[config.mk]
export PLATFORM = sky130hd
export DESIGN_NAME = io_macrocell
export DESIGN_NICKNAME = d
export VERILOG_FILES = /design/src/rtl/io_mc_pkg.sv /design/src/rtl/io_mc_clksel.sv /design/src/rtl/io_mc_store.sv /design/src/rtl/io_mc_oe.sv /design/src/rtl/io_macrocell.sv
export SDC_FILE = /design/constraint.sdc
export NUM_CORES = 1
export LEC_CHECK = 0
export CAP_MARGIN = 25
export CORE_AREA = 2 2 39 41
export DETAILED_ROUTE_END_ITERATION = 8
export DIE_AREA = 0 0 41 43
export PLACE_DENSITY_LB_ADDON = 0.08
export SLEW_MARGIN = 20
export SYNTH_ARGS = -nofsm -noshare
export SYNTH_HDL_FRONTEND = slang
export SYNTH_SLANG_ARGS = --single-unit
[constraint.sdc]
create_clock -name clk -period 2.6 [get_ports clk]
set_input_delay 0.78 -clock clk [delete_from_list [all_inputs] [get_ports clk]]
set_output_delay 0.78 -clock clk [all_outputs]
set_load 0.1 [all_outputs]
[src/rtl/io_mc_pkg.sv]
package io_mc_pkg;

  typedef enum logic [1:0] {
    CS_PIN_HI = 2'b00,
    CS_PIN_LO = 2'b01,
    CS_PT_HI  = 2'b10,
    CS_PT_LO  = 2'b11
  } clk_src_e;

  typedef enum logic [1:0] {
    OE_PIN  = 2'b00,
    OE_PT   = 2'b01,
    OE_ON   = 2'b10,
    OE_OFF  = 2'b11
  } oe_mode_e;

endpackage

[src/rtl/io_mc_clksel.sv]
module io_mc_clksel
  import io_mc_pkg::*;
(
  input  logic       clk,
  input  logic       rst,
  input  logic [1:0] sel,
  input  logic       is_reg,
  input  logic       pin_clk,
  input  logic       pt_clk,
  output logic       cap
);
  clk_src_e src;
  logic     en_now;
  logic     en_prev;

  assign src = clk_src_e'(sel);

  always_comb begin
    case (src)
      CS_PIN_HI: en_now = pin_clk;
      CS_PIN_LO: en_now = ~pin_clk;
      CS_PT_HI:  en_now = pt_clk;
      default:   en_now = ~pt_clk;
    endcase
  end

  // Previous enable starts high so a source already active at reset release
  // does not count as an edge.
  always_ff @(posedge clk) begin
    if (rst) en_prev <= 1'b1;
    else     en_prev <= en_now;
  end

  assign cap = is_reg ? (en_now & ~en_prev) : en_now;
endmodule

[src/rtl/io_mc_store.sv]
module io_mc_store (
  input  logic clk,
  input  logic rst,
  input  logic cap,
  input  logic d,
  input  logic force_set,
  input  logic force_clr,
  input  logic pl_en,
  input  logic pl_val,
  output logic q
);
  always_ff @(posedge clk) begin
    if (rst)            q <= 1'b0;
    else if (force_clr) q <= 1'b0;
    else if (force_set) q <= 1'b1;
    else if (pl_en)     q <= pl_val;
    else if (cap)       q <= d;
  end
endmodule

[src/rtl/io_mc_oe.sv]
module io_mc_oe
  import io_mc_pkg::*;
(
  input  logic [1:0] mode,
  input  logic       pin_oe,
  input  logic       pt_oe,
  output logic       oe
);
  oe_mode_e m;
  assign m = oe_mode_e'(mode);

  always_comb begin
    case (m)
      OE_PIN:  oe = pin_oe;
      OE_PT:   oe = pt_oe;
      OE_ON:   oe = 1'b1;
      default: oe = 1'b0;
    endcase
  end
endmodule

[src/rtl/io_macrocell.sv]
module io_macrocell #(
  parameter bit DUAL_FB = 1'b0
) (
  input  logic       clk,
  input  logic       rst,
  input  logic       cfg_combo,
  input  logic       cfg_inv,
  input  logic       cfg_reg,
  input  logic       cfg_out_dir,
  input  logic [1:0] cfg_clk_sel,
  input  logic [1:0] cfg_oe_mode,
  input  logic       cfg_fb_store,
  input  logic       sop_in,
  input  logic       pt_preset,
  input  logic       pt_reset,
  input  logic       pt_clk,
  input  logic       pin_clk,
  input  logic       pin_oe,
  input  logic       pt_oe,
  input  logic       pin_in,
  input  logic       preload_en,
  input  logic       preload_val,
  output logic       pad_out,
  output logic       pad_oe,
  output logic       fb_a,
  output logic       fb_b,
  output logic       obs_q
);
  logic cap;
  logic q;
  logic d;
  logic pad_val;
  logic out_data;

  io_mc_clksel u_clksel (
    .clk     (clk),
    .rst     (rst),
    .sel     (cfg_clk_sel),
    .is_reg  (cfg_reg),
    .pin_clk (pin_clk),
    .pt_clk  (pt_clk),
    .cap     (cap)
  );

  io_mc_oe u_oe (
    .mode   (cfg_oe_mode),
    .pin_oe (pin_oe),
    .pt_oe  (pt_oe),
    .oe     (pad_oe)
  );

  // Data source follows the storage direction.
  assign d = cfg_out_dir ? sop_in : pad_val;

  io_mc_store u_store (
    .clk       (clk),
    .rst       (rst),
    .cap       (cap),
    .d         (d),
    .force_set (pt_preset),
    .force_clr (pt_reset),
    .pl_en     (preload_en),
    .pl_val    (preload_val),
    .q         (q)
  );

  assign out_data = (!cfg_combo && cfg_out_dir) ? q : sop_in;
  assign pad_out  = out_data ^ cfg_inv;
  assign pad_val  = pad_oe ? pad_out : pin_in;
  assign obs_q    = q;

  generate
    if (DUAL_FB) begin : g_dual
      assign fb_a = pad_val;
      assign fb_b = q;
    end else begin : g_single
      assign fb_a = cfg_fb_store ? q : pad_val;
      assign fb_b = 1'b0;
    end
  endgenerate
endmodule

# ---- Yosys cells after proc, flatten, opt, wreduce, memory -nomap -nowiden
# Index checks and enable logic that the tools add are counted.
dict set report classes {
  div_mod_pow 0
  shifts 0
  n_mux 10
  n_reduce_logical 6
  addsub 0
  n_lt_le_gt_ge 0
  bitwise 5
  eq_ne 4
  mul 0
}
# op count
set ops {}
lappend ops {{$mux 1} 8}
lappend ops {{$pmux 1 s3} 2}
lappend ops {{$eq 2x1->1 const B} 2}
lappend ops {{$eq 2x2->1 const B} 2}
lappend ops {{$logic_not 2->1} 2}
lappend ops {{$not 1->1} 3}
lappend ops {{$reduce_bool 3->1} 1}
lappend ops {{$reduce_or 2->1} 1}
lappend ops {{$and 1x1->1} 1}
lappend ops {{$logic_and 1x1->1} 1}
lappend ops {{$logic_not 1->1} 1}
lappend ops {{$xor 1x1->1} 1}
dict set report word_totals {
  input_bits 21
  rom_bits 0
  word_cells 27
  reg_bits 2
  output_inout_bits 5
  latchBits 0
  memories 0
  ram_bits 0
}

# ---- Longest topological paths before layout
dict set report depth {
  ltp_word 9
  mapped_depth 5
  mapped_depth_nobuf 5
}

# ---- Hierarchy
# Synthesis repeated with hierarchy kept, for this count alone.
dict set report unflattened {
  hier_cells 30
  area_unflattened_um2 244.0
}
# module seq_area_each_um2 n_inst cells_per_inst area_each_um2
set modules_own_cells {}
lappend modules_own_cells {io_macrocell 0.0 1 13 87.6}
lappend modules_own_cells {io_mc_clksel 20.0 1 8 73.8}
lappend modules_own_cells {io_mc_store 20.0 1 6 58.8}
lappend modules_own_cells {io_mc_oe 0.0 1 3 23.8}

# ---- Worst setup path after synthesis
# Ideal clock, no wire load.
dict set report synth_timing {
  path_kind {register -> output}
  startpoint {register u_store.q}
  endpoint {output fb_a}
  arrival_ps 3663
  n_path_buf 0
  slack_ps -1843
  path_stages_with_launch 5
  t_required_ps 1820
  path_cell_list {dfxtp_1 mux2i_1 xnor2_1 mux2_2 mux2_2}
}
dict set report synth_between {
  elab_chain_cells 4
}
# element line_no
set synth_lines {}
lappend synth_lines {{start: declaration} io_mc_store.sv:10} ;# output logic q
lappend synth_lines {{start signal: assignment} io_mc_store.sv:16} ;# else if (pl_en) q <= pl_val;
lappend synth_lines {{$mux 1} io_macrocell.sv:67} ;# assign out_data = (!cfg_combo && cfg_out_dir) ? q : sop_in;
lappend synth_lines {{$xor 1x1->1} io_macrocell.sv:68} ;# assign pad_out = out_data ^ cfg_inv;
lappend synth_lines {{named net pad_out} io_macrocell.sv:23} ;# output logic pad_out,
lappend synth_lines {{$mux 1} io_macrocell.sv:69} ;# assign pad_val = pad_oe ? pad_out : pin_in;
lappend synth_lines {{$mux 1} io_macrocell.sv:77} ;# assign fb_a = cfg_fb_store ? q : pad_val;
lappend synth_lines {{end: declaration} io_macrocell.sv:25} ;# output logic fb_a,
# The timed path passes the listed nets, and every way through them passes these cells.

# ---- Final worst setup path
dict set report layout_timing {
  startpoint {input cfg_combo}
  endpoint {output fb_a}
}
dict set report layout_between {
  elab_chain_cells 6
}
# element line_no
set layout_lines {}
lappend layout_lines {{start: declaration} io_macrocell.sv:6} ;# input logic cfg_combo,
lappend layout_lines {{$logic_not 1->1} io_macrocell.sv:67}
lappend layout_lines {{$logic_and 1x1->1} io_macrocell.sv:67}
lappend layout_lines {{$mux 1} io_macrocell.sv:67}
lappend layout_lines {{$xor 1x1->1} io_macrocell.sv:68}
lappend layout_lines {{$mux 1} io_macrocell.sv:69}
lappend layout_lines {{$mux 1} io_macrocell.sv:77}
# Every way passes these cells.

==> metrics <==
status=complete, but fails checks; failing checks=negative setup slack; Synthesized Nets=47; initial antenna violation count=0; Reg area=41.29 um^2; via count=319; Die Wd=41 um; detailed-route wire length=748 um; CP Data Required Time=1.82 ns; number of flops mapped to enable cells by yosys=0; first-pass GRT wire length=1.207 mm; Port Buffers=24; Overall Power=261.6 uW; Mean Syn Cell Area=8.710 um^2; Crit path top cell by count=mux2_4; share of layout cells above drive strength 1=0.4035; Slew Limit Fails=0; most frequent cell after synthesis=nor2_1; TritonCTS Buffers=3; Slowest-stage cell, CP=mux2_4; synth warn=0; die area=1763 um^2; Synth Flop Type=dfxtp_1; Cell Count Post-Placement=69; CTS Root Cell=clkbuf_4; GRT met1 Usage=0.08013; DRT antenna net count=0; crit-path leading delay family=multiplexers; post-cts hold buffer count=0; Max Cap Viol=0; # IOs=26; H-tree lvl count=1; vias in the first global route=319; met3 usage=0.06283; Area contributors post-synth=dfxtp_1 (18%), mux2_2 (9.9%), mux2i_1 (8.8%), xnor2_1 (7.7%), o21ai_4 (7.2%); Finished Layout Cells=73; Worst Setup End Kind=output pin; minimum clock period=2.833 ns; Fmax achieved=353.0 MHz; CP Class=in2out; Starting DRT DRC Count=1; Seq/Total Area, Yosys=0.1768; worst path arrival time=2.05 ns; largest buffer count on any clock path=2; area grow syn2layout=169.6%; clock transition at the registers of the reported paths=0.03 ns; DIE HEIGHT=43 um; multi-input logic area=227.7 um^2; CP Launch Type=primary input; RSZ-0062 raised after global routing=yes; Core ar.=1384 um^2; clk_lat worst skew=0.22 ns; gr usage total=0.1023; total gr overflow=0; Final TNS setup=-0.2331 ns; Initial Util=0.1637; FFs w/ async S/R, synth=0; area leader, netlist=dfxtp_1; fin crit share=1.090; critical path buffer and inverter count=2; CTS tree=yes; Nets=80; Pre-antenna DRT Iters=2; met2 usage=0.2031; fin area=610.6 um^2; crit-path max FO=2; crit-path max cell delay=0.28 ns; Setup Skew=0.001250 ns; GP Congestion=0.6185; crit path cell chain=buf_6 > nand2b_4 > mux2i_4 > xnor2_4 > mux2_4 > mux2_4 > buf_12; Hold Path Class=reg2reg; Gate Count Post-Synth=26; pin count of the biggest net entering global routing=5; Site Rows=14; Max VDD drop=285.6 uV; CTS Sinks=2; filler instances=138; final setup vio count=1; Setup WS post-layout=-0.2331 ns; Layout Utilization=0.4412; synth unique cells=19; drt drc=0; WL/cell=10.25 um; dpl cell area=575.6 um^2; Leak Pwr=0.0002636 uW; synthesized area=226.5 um^2; number of synthesized register bits=2; via/cell ratio=4.370; post-synth top area share=0.1768; n_diodes=0; power density over the cells=428.5 nW/um^2; grt peak-use layer=met2; Fin. Hold Viols=0
==> final cells by class <==
type                       instances  share of cell area
tap                               16             0.03279
clock buffer                       3             0.03689
sequential                         2             0.06762
multi-input combinational         23              0.3729
timing repair buffer              29              0.4898
==> cell families (layout without fill, tap and decap cells) <==
logic type,count (synthesis),in the layout,share of synthesized area
other cells,1,1,0.01656
flops,2,2,0.1768
xor+xnor,2,2,0.07736
compound gates,6,6,0.2376
mux,4,4,0.1878
buf+inv,1,32,0.03316
simple gates,10,10,0.2708
==> through the flow <==
step | hold WS, ns | setup slack (ns)
after floorplan | 0.6332 | -0.5260
after global routing | 0.6537 | -0.2620
after detailed placement | 0.5815 | -0.7167
final | 0.5944 | -0.2331
after CTS | 0.6032 | -0.2361
after global placement | 0.5561 | -0.6983
==> worst paths after layout <==
check | cells past startpoint | slack (ns) | start | to
min | 2 | 0.59 | u_store.q | u_store.q
max | 7 | -0.23 | cfg_combo | fb_a
max reg2reg | 3 | 1.67 | u_clksel.en_prev | u_store.q
min reg2reg | 2 | 0.59 | u_store.q | u_store.q
==> flip-flops by register name, summed over array words and instances (netlist names) <==
signal,count
u_clksel.en_prev,1
u_store.q,1
==> routing by layer <==
layer  part of all wire  vias to the layer above
met5                  0                        -
met4                  0                        0
met3               0.11                        0
met2               0.60                       17
met1               0.29                      143
li1                   -                      159
==> worst register-to-register path, stage by stage, from the launching register on <==
cell and delay [ns]:
dfxtp_1 0.28, a21boi_0 0.21, nor3b_1 0.22, a21oi_1 0.09
==> repair_timing <==
action / in CTS / in global routing
gates resized for setup: 18 / 2
setup endpoints to repair: 3 / 1
setup buffers: 1 / 0
gates cloned: 0 / 0
pin swaps: 2 / 0
==> layout by cell type, fill, tap and decap left out, drive strengths merged, types with 2 or more instances in the layout <==
cell           synthesis  routed
clkdlybuf4s50          0      12
buf                    1      11
dlygate4sd2            0       4
clkbuf                 0       3
nor2                   3       3
mux2                   2       2
nor3b                  2       2
clkdlybuf4s15          0       2
mux2i                  2       2
xnor2                  2       2
dfxtp                  2       2
==> report_power, final <==
group | leakage, uW | internal, uW | switching, uW
Combinational | 0.000233 | 76.2 | 81.9
Clock | 0.0000138 | 50.9 | 17.3
Sequential | 0.0000170 | 33.7 | 1.71
(Power assumes the default switching activity.)
